===== config.mk =====
export PLATFORM = sky130hd
export DESIGN_NAME = refclk_pwr_ctrl
export DESIGN_NICKNAME = d
export VERILOG_FILES = /design/src/rtl/refclk_pwr_pkg.sv /design/src/rtl/refclk_edge_sync.sv /design/src/rtl/refclk_stall_mon.sv /design/src/rtl/refclk_lock_cnt.sv /design/src/rtl/refclk_pwr_ctrl.sv
export SDC_FILE = /design/constraint.sdc
export NUM_CORES = 1
export LEC_CHECK = 0
export ABC_CLOCK_PERIOD_IN_PS = 1800
export BUFFER_PORTS_ARGS = -buffer_cell sky130_fd_sc_hd__buf_2
export CAP_MARGIN = 20
export CORE_UTILIZATION = 53
export DETAILED_ROUTE_END_ITERATION = 6
export GPL_ROUTABILITY_DRIVEN = 1
export PLACE_DENSITY = 0.84
export REMOVE_ABC_BUFFERS = 1
export SKIP_LAST_GASP = 1
export SLEW_MARGIN = 20
export SYNTH_ARGS = -nofsm -noshare
export SYNTH_HDL_FRONTEND = slang
export SYNTH_SLANG_ARGS = --single-unit

===== constraint.sdc =====
create_clock -name clk -period 1.8 [get_ports clk]
set_input_delay 0.09 -clock clk [delete_from_list [all_inputs] [get_ports clk]]
set_output_delay 0.09 -clock clk [all_outputs]
set_load 0.02 [all_outputs]

===== src/rtl/refclk_pwr_pkg.sv =====
package refclk_pwr_pkg;
   typedef enum logic [2:0] {
      ST_OFF  = 3'd0,   // full power-down
      ST_COLD = 3'd1,   // long relock wait
      ST_RUN  = 3'd2,   // locked
      ST_IDLE = 3'd3,   // reference stalled, references kept on
      ST_WARM = 3'd4    // short relock wait
   } pwr_state_t;
endpackage


===== src/rtl/refclk_edge_sync.sv =====
module refclk_edge_sync #(
   parameter int STAGES = 2
) (
   input  logic clk,
   input  logic rst_n,
   input  logic async_i,
   output logic rise_o,
   output logic any_o
);
   localparam int MSB = STAGES - 1;

   logic [STAGES-1:0] sh_q;
   logic              prev_q;

   generate
      if (STAGES < 2) begin : g_bad
         $error("refclk_edge_sync: STAGES must be at least 2");
      end
   endgenerate

   always_ff @(posedge clk or negedge rst_n) begin
      if (!rst_n) begin
         sh_q   <= '0;
         prev_q <= 1'b0;
      end else begin
         sh_q   <= {sh_q[STAGES-2:0], async_i};
         prev_q <= sh_q[MSB];
      end
   end

   assign rise_o = sh_q[MSB] & ~prev_q;
   assign any_o  = sh_q[MSB] ^ prev_q;
endmodule


===== src/rtl/refclk_stall_mon.sv =====
module refclk_stall_mon #(
   parameter int LIMIT = 64
) (
   input  logic clk,
   input  logic rst_n,
   input  logic edge_i,
   output logic stalled_o
);
   localparam int SW = $clog2(LIMIT + 1);
   localparam logic [SW-1:0] LIM = SW'(LIMIT);

   logic [SW-1:0] cnt_q;

   always_ff @(posedge clk or negedge rst_n) begin
      if (!rst_n)             cnt_q <= '0;
      else if (edge_i)        cnt_q <= '0;
      else if (cnt_q != LIM)  cnt_q <= cnt_q + 1'b1;
   end

   assign stalled_o = (cnt_q == LIM);
endmodule


===== src/rtl/refclk_lock_cnt.sv =====
module refclk_lock_cnt #(
   parameter int COLD_WAIT = 2048,
   parameter int WARM_WAIT = 256
) (
   input  logic clk,
   input  logic rst_n,
   input  logic clear_i,
   input  logic warm_i,
   input  logic tick_i,
   output logic done_o
);
   localparam int CW = $clog2(COLD_WAIT + 1);
   localparam logic [CW-1:0] COLD_T = CW'(COLD_WAIT);
   localparam logic [CW-1:0] WARM_T = CW'(WARM_WAIT);

   logic [CW-1:0] cnt_q;
   logic [CW-1:0] tgt;

   assign tgt = warm_i ? WARM_T : COLD_T;

   always_ff @(posedge clk or negedge rst_n) begin
      if (!rst_n)                    cnt_q <= '0;
      else if (clear_i)              cnt_q <= '0;
      else if (tick_i && cnt_q != tgt) cnt_q <= cnt_q + 1'b1;
   end

   assign done_o = (cnt_q == tgt);
endmodule


===== src/rtl/refclk_pwr_ctrl.sv =====
module refclk_pwr_ctrl
   import refclk_pwr_pkg::*;
#(
   parameter int STALL_CYCLES = 64,
   parameter int COLD_WAIT    = 2048,
   parameter int WARM_WAIT    = 256,
   parameter int SYNC_STAGES  = 2
) (
   input  logic       clk,
   input  logic       rst_n,
   input  logic       ref_clk_i,
   input  logic [1:0] mode_sel_i,
   output logic       pll_en_o,
   output logic       sio_en_o,
   output logic       refs_on_o,
   output logic       ready_o
);
   generate
      if (WARM_WAIT >= COLD_WAIT) begin : g_bad_wait
         $error("refclk_pwr_ctrl: WARM_WAIT must be below COLD_WAIT");
      end
      if (WARM_WAIT < 1 || STALL_CYCLES < 4) begin : g_bad_min
         $error("refclk_pwr_ctrl: WARM_WAIT >= 1 and STALL_CYCLES >= 4 required");
      end
   endgenerate

   logic       ref_rise, ref_any, stalled, lock_done, mode_on, in_lock;
   pwr_state_t state_q, state_d;

   refclk_edge_sync #(.STAGES(SYNC_STAGES)) u_sync (
      .clk(clk), .rst_n(rst_n), .async_i(ref_clk_i),
      .rise_o(ref_rise), .any_o(ref_any)
   );

   refclk_stall_mon #(.LIMIT(STALL_CYCLES)) u_stall (
      .clk(clk), .rst_n(rst_n), .edge_i(ref_any), .stalled_o(stalled)
   );

   assign in_lock = (state_q == ST_COLD) || (state_q == ST_WARM);

   refclk_lock_cnt #(.COLD_WAIT(COLD_WAIT), .WARM_WAIT(WARM_WAIT)) u_lock (
      .clk(clk), .rst_n(rst_n), .clear_i(!in_lock),
      .warm_i(state_q == ST_WARM), .tick_i(ref_rise), .done_o(lock_done)
   );

   assign mode_on = |mode_sel_i;

   always_comb begin
      state_d = state_q;
      if (!mode_on) begin
         state_d = ST_OFF;
      end else begin
         unique case (state_q)
            ST_OFF:  if (ref_any) state_d = ST_COLD;
            ST_COLD,
            ST_WARM: if (stalled) state_d = ST_IDLE;
                     else if (lock_done) state_d = ST_RUN;
            ST_RUN:  if (stalled) state_d = ST_IDLE;
            ST_IDLE: if (ref_any) state_d = ST_WARM;
            default: state_d = ST_OFF;
         endcase
      end
   end

   always_ff @(posedge clk or negedge rst_n) begin
      if (!rst_n) state_q <= ST_OFF;
      else        state_q <= state_d;
   end

   assign pll_en_o  = in_lock || (state_q == ST_RUN);
   assign sio_en_o  = pll_en_o;
   assign refs_on_o = (state_q != ST_OFF);
   assign ready_o   = (state_q == ST_RUN) && mode_on && !stalled;
endmodule


Yosys cells after proc, flatten, opt, wreduce, memory -nomap -nowiden
Index checks and enable logic that the tools add are counted.
{"block": "word_totals", "regBits": 25, "input_bits": 5, "output_inout_bits": 4, "wordCells": 47}
{"block": "op_classes", "n_addsub": 2, "eq_ne": 13, "n_mux": 12, "bitwise_logic": 3, "reduce_logical": 12}
{"cell": "2-to-1 mux 12 bit", "n": 3}
{"cell": "2-to-1 mux 3 bit", "n": 6}
{"cell": "2-to-1 mux 7 bit", "n": 2}
{"cell": "adder 12 x 1 -> 12 bit, second input constant", "n": 1}
{"cell": "equality test 12 bit", "n": 1}
{"cell": "!= test 12 bit", "n": 1}
{"cell": "one-hot mux 3 bit (4 select lines)", "n": 1}
{"cell": "!= test 3 bit, second input constant", "n": 3}
{"cell": "adder 7 x 1 -> 7 bit, second input constant", "n": 1}
{"cell": "equality test 7 bit, second input constant", "n": 1}
{"cell": "!= test 7 bit, second input constant", "n": 1}
{"cell": "equality test 3 x 2 -> 1 bit, second input constant", "n": 2}
{"cell": "!= test 4 bit, second input constant", "n": 1}
{"cell": "AND reduction 4 bit", "n": 1}
{"cell": "OR reduction 2 bit", "n": 2}
{"cell": "equality test 3 x 1 -> 1 bit, second input constant", "n": 1}
{"cell": "equality test 3 bit, second input constant", "n": 1}
{"cell": "logical AND 1 bit", "n": 3}
{"cell": "logical NOT 3 bit", "n": 1}
{"cell": "nonzero test 3 bit", "n": 1}
{"cell": "logical OR 1 bit", "n": 2}
{"cell": "!= test 2 x 1 -> 1 bit, second input constant", "n": 1}
{"cell": "nonzero test 2 bit", "n": 1}
{"cell": "AND 1 bit", "n": 1}
{"cell": "3 further kinds", "n": 3}

Longest topological paths before layout
{"block": "logic_depth", "word_depth": 7, "mapped_depth": 6, "mapped_depth_nobuf": 6}

Modules after synthesis
Synthesis repeated with hierarchy kept, for this count alone.
{"block": "hier_totals", "cells_unflattened": 148, "hier_area_um2": 1505.2}
{"module": "refclk_lock_cnt", "instances": 1, "cells_each": 73, "area_per_inst_um2": 703.2, "seq_area_each_um2": 300.3}
{"module": "refclk_stall_mon", "instances": 1, "cells_each": 39, "area_per_inst_um2": 377.9, "seq_area_each_um2": 175.2}
{"module": "refclk_pwr_ctrl", "instances": 1, "cells_each": 30, "area_per_inst_um2": 329.1, "seq_area_each_um2": 75.1}
{"module": "refclk_edge_sync", "instances": 1, "cells_each": 6, "area_per_inst_um2": 95.1, "seq_area_each_um2": 75.1}

Worst setup path before layout
Ideal clock, no wire load.
{"block": "synth_timing", "kind": "register to register", "startpoint": "register state_q[1]", "endpoint": "register u_lock.cnt_q[8]", "setup_ps": 77, "t_arrival_ps": 1816, "t_required_ps": 1723, "setup_slack_ps": -93, "path_stages_with_launch": 7, "path_buffers": 1, "period_less_slack_ps": 1893, "cell_sequence": "dfrtp_1 -> buf_4 -> nor3b_4 -> mux2i_2 -> o21ai_4 -> or4_1 -> a21oi_1"}
{"block": "synth_between", "elab_chain_cells": 5, "elab_cells_between_ends": 8, "classes_between": "4 x eq/ne; 2 x mux; 2 x reduce/logical"}
{"item": "start, declared", "line_no": "refclk_pwr_ctrl.sv:28", "rtl": "pwr_state_t state_q, state_d;"}
{"item": "start signal, assigned", "line_no": "refclk_pwr_ctrl.sv:67", "rtl": "else state_q <= state_d;"}
{"item": "equality test 3 bit", "line_no": "refclk_pwr_ctrl.sv:39, refclk_pwr_ctrl.sv:43"}
{"item": "2-to-1 mux 12 bit", "line_no": "refclk_lock_cnt.sv:19", "rtl": "assign tgt = warm_i ? WARM_T : COLD_T;"}
{"item": "!= test 12 bit", "line_no": "refclk_lock_cnt.sv:24", "rtl": "else if (tick_i && cnt_q != tgt) cnt_q <= cnt_q + 1'b1;"}
{"item": "logical AND 1 bit", "line_no": "refclk_lock_cnt.sv:24"}
{"item": "!= test 2 x 1 -> 1 bit (no line)"}
{"item": "end signal, assigned", "line_no": "refclk_lock_cnt.sv:24"}
{"item": "end, declared", "line_no": "refclk_lock_cnt.sv:16", "rtl": "logic [CW-1:0] cnt_q;"}
Several ways; a longest one is shown, not always the timed one.
A chain may end at the register's enable or synchronous reset.

Final worst setup path
{"block": "layout_timing", "startpoint": "register state_q[0]", "endpoint": "register u_lock.cnt_q[10]"}
Same word-level chain as after synthesis.

==> impl_metrics.csv <==
group,metric,value,unit
pwr,p_per_area,659.7,nW/um2
cells_and_area,nFillCells,177,
route,wl,2612,um
route,vias,1090,
sta,finalCriticalPeriod,1.795,ns
clocking,clock-root-buffer,"clkbuf_4",
sta,tns,0,ns
route,ant_nets,0,
pwr,ir_drop,549.7,uV
pwr,total_power,1.052,mW
placement,dp.final_hpwl,1850,um
grt,grt_overflow_total,0,
synthesis,ys_warn_count,0,
synthesis,synth.ff_latch_count,25,
synthesis,yosysUniqueCellTypes,33,
grt,grt_max_degree,26,
grt,antenna_found_initial,0,
job,cap_violations,0,
cells_and_area,final-seq-area,625.6,um2
sta,final-setup-viol-count,0,
cells_and_area,syn_to_final_growth,18.83,%
grt,grtUsageTotal,21.69,%
setup_path,cp-start-kind,"flop",
floorplan,dieArea,2738,um2
route,drt_iter0_markers,30,
synthesis,synth-edff-count,0,
grt,grt_pass1_vias,1002,
placement,routabilityCongestion,0.7995,
pwr,power_switching,0.2973,mW
setup_path,r2r_cells,5,
route,drc,0,
worst_hold_path,min_path_type,"input pin to flop",
clocking,clkLatencyLatePin,0.31,ns
pwr,leakage,0.7099,nW
sta,clock_skew,0.001446,ns
route,dr.pass1.iters,4,
pwr,p_int,0.7552,mW
setup_path,required,2.05,ns
cells_and_area,nets,175,
setup_path,crit_fanout,4,
setup_path,crit_type,"flop to flop",
sta,drv_slew,0,
clocking,clkTransAtPathRegs,0.13,ns
cells_and_area,drive_gt1_share,23.78,%
pwr,comb_power_share,18.8,%
grt,grt_pass1_wl,4305,um
sta,rsz0062_at_grt,"yes",
clocking,clock_sinks,25,
sta,finalCritPeriodShare,99.72,%
clocking,ctsLongestPathBuffers,2,
outcome,outcome,"finished clean",
sta,relSlewSlack,63.25,%
floorplan,die_w,52.33,um
synthesis,syn_area_per_cell,9.590,um2
placement,portBuffers,8,
clocking,htreeDepth,1,
sta,finalHoldViolCount,0,
cells_and_area,diodes,0,
clocking,cts-buffers-inserted,3,
pwr,p_seq_share,57.4,%
cells_and_area,multi_input_area,706.9,um2
sta,max_freq,0.5571,GHz
floorplan,rows,17,
synthesis,synth-seq-area-share,46.60,%
setup_path,critPathCaptureType,"flop",
synthesis,async_flop_share,100.0,%
floorplan,initial_core_util,58.44,%
pwr,swShare,28.25,%
floorplan,die_h,52.33,um
pwr,clkPwrFrac,23.8,%
synthesis,synthCells,140,
route,avgRoutedWirePerCell,13.60,um
setup_path,crit_arrival,2.04,ns
floorplan,pin_count,9,
floorplan,core,2297,um2
clocking,cts_tree,"done",
synthesis,synth_flop_cell,"dfrtp_1",
worst_hold_path,min_path_cells,3,
route,routed_via_density,5.677,
synthesis,syn_area,1343,um2
sta,worst_pin_slew,0.5513,ns
==> final cells by class <==
class / count / share of cell area, %
multi-input cells: 103 / 44.31
flip-flops and latches: 25 / 39.22
repair buffers: 25 / 10.98
well taps: 28 / 2.196
clock buffers: 4 / 1.647
inverters: 7 / 1.647
==> stage by stage <==
| step | instance area, um2 | hold WS, ns | instances | utilization [%] | setup slack [ns] |
|---|---|---|---|---|---|
| 2_1_floorplan | 1316 | -0.2056 | 135 | - | -0.1030 |
| 3_3_place_gp | 1474 | 0.09834 | 182 | 64.16 | 0.07288 |
| 3_5_place_dp | 1474 | 0.1091 | 182 | 64.16 | 0.03310 |
| 4_1_cts | 1529 | 0.06636 | 189 | 66.56 | 0.005019 |
| 5_1_grt | 1595 | 0.08171 | 192 | 69.44 | -0.07939 |
| 6_report | 1595 | 0.08145 | 192 | 69.44 | 0.005010 |
==> cells in the final DEF (no fill, tap or decap), drive strengths merged, types with 6 or more instances in the layout <==
cell type  netlist  routed
inv              6       6
a21oi            9       9
o21ai            8       8
xnor2            8       8
buf              2      23
nand3           10      10
nor2            15      15
dfrtp           25      25
nand2            7       7
==> Yosys cell counts, drive strengths merged (3+ instances only) <==
library cell   n  area, um2
and3           5      31.28
inv            6      22.52
or3            5      31.28
nor3           5      25.02
nand3         10      50.05
a21oi          9      45.04
dfrtp         25      625.6
nand2          7      26.28
xor2           5      43.79
nor2          15      56.30
clkbuf         3      11.26
xnor2          8      70.07
ha             5      62.56
o21ai          8      51.30
==> worst paths after layout <==
kind	slack, ns	endpoint	from
hold reg to reg	0.37	u_sync.sh_q[1]	u_sync.sh_q[0]
setup reg to reg	0.005	u_lock.cnt_q[10]	state_q[0]
min in group asynchronous	0.28	u_lock.cnt_q[6]	rst_n
hold / removal	0.08	state_q[0]	mode_sel_i[0]
setup / recovery	0.005	u_lock.cnt_q[10]	state_q[0]
max in group asynchronous	1.16	u_lock.cnt_q[2]	rst_n
==> kinds of logic after synthesis <==
group / Yosys count / synth area share, %
compound gates: 23 / 10.62
xor+xnor: 13 / 8.481
fa+ha+maj: 5 / 4.660
buf+inv: 12 / 3.913
flops: 25 / 46.60
mux: 2 / 1.771
simple gates: 60 / 23.95
==> layer usage <==
| metal | global-route usage, % | wire length [um] | up-vias |
|---|---|---|---|
| li1 | - | - | 538 |
| met4 | 8.333 | 13 | 0 |
| met5 | 0 | 0 | - |
| met1 | 26.03 | 1109 | 521 |
| met3 | 3.478 | 92 | 2 |
| met2 | 38.40 | 1397 | 29 |
==> registers in the layout (all words and copies together), names as in the netlist <==
register,cells
u_lock.cnt_q,12
u_stall.cnt_q,7
state_q,3
u_sync.sh_q,2
u_sync.prev_q,1
==> power groups by stage <==
stage / sequential [mW] / clock, mW / combinational [mW]
detailed placement: 0.618 / 0 / 0.167
finish: 0.604 / 0.251 / 0.197
global route: 0.607 / 0.284 / 0.219
floorplan: 0.618 / 0 / 0.105
CTS: 0.605 / 0.256 / 0.177
global placement: 0.615 / 0 / 0.159
==> what timing repair did <==
| item | CTS | global route |
|---|---|---|
| buffers inserted | 1 | 3 |
| hold buffers | 2 | 0 |
| pin swaps | 0 | 4 |
| hold endpoints to repair | 26 | 0 |
| setup endpoints to repair | 1 | 6 |
| resized for setup | 1 | 10 |
==> critical path, cell delays in order (launching register included) <==
cell     delay (ns)
dfrtp_1        0.44
nor3b_4        0.24
mux2i_2        0.31
o21ai_4        0.09
or4_4          0.52
a21oi_2        0.14
No activity file was read; power rests on OpenSTA's default activity.
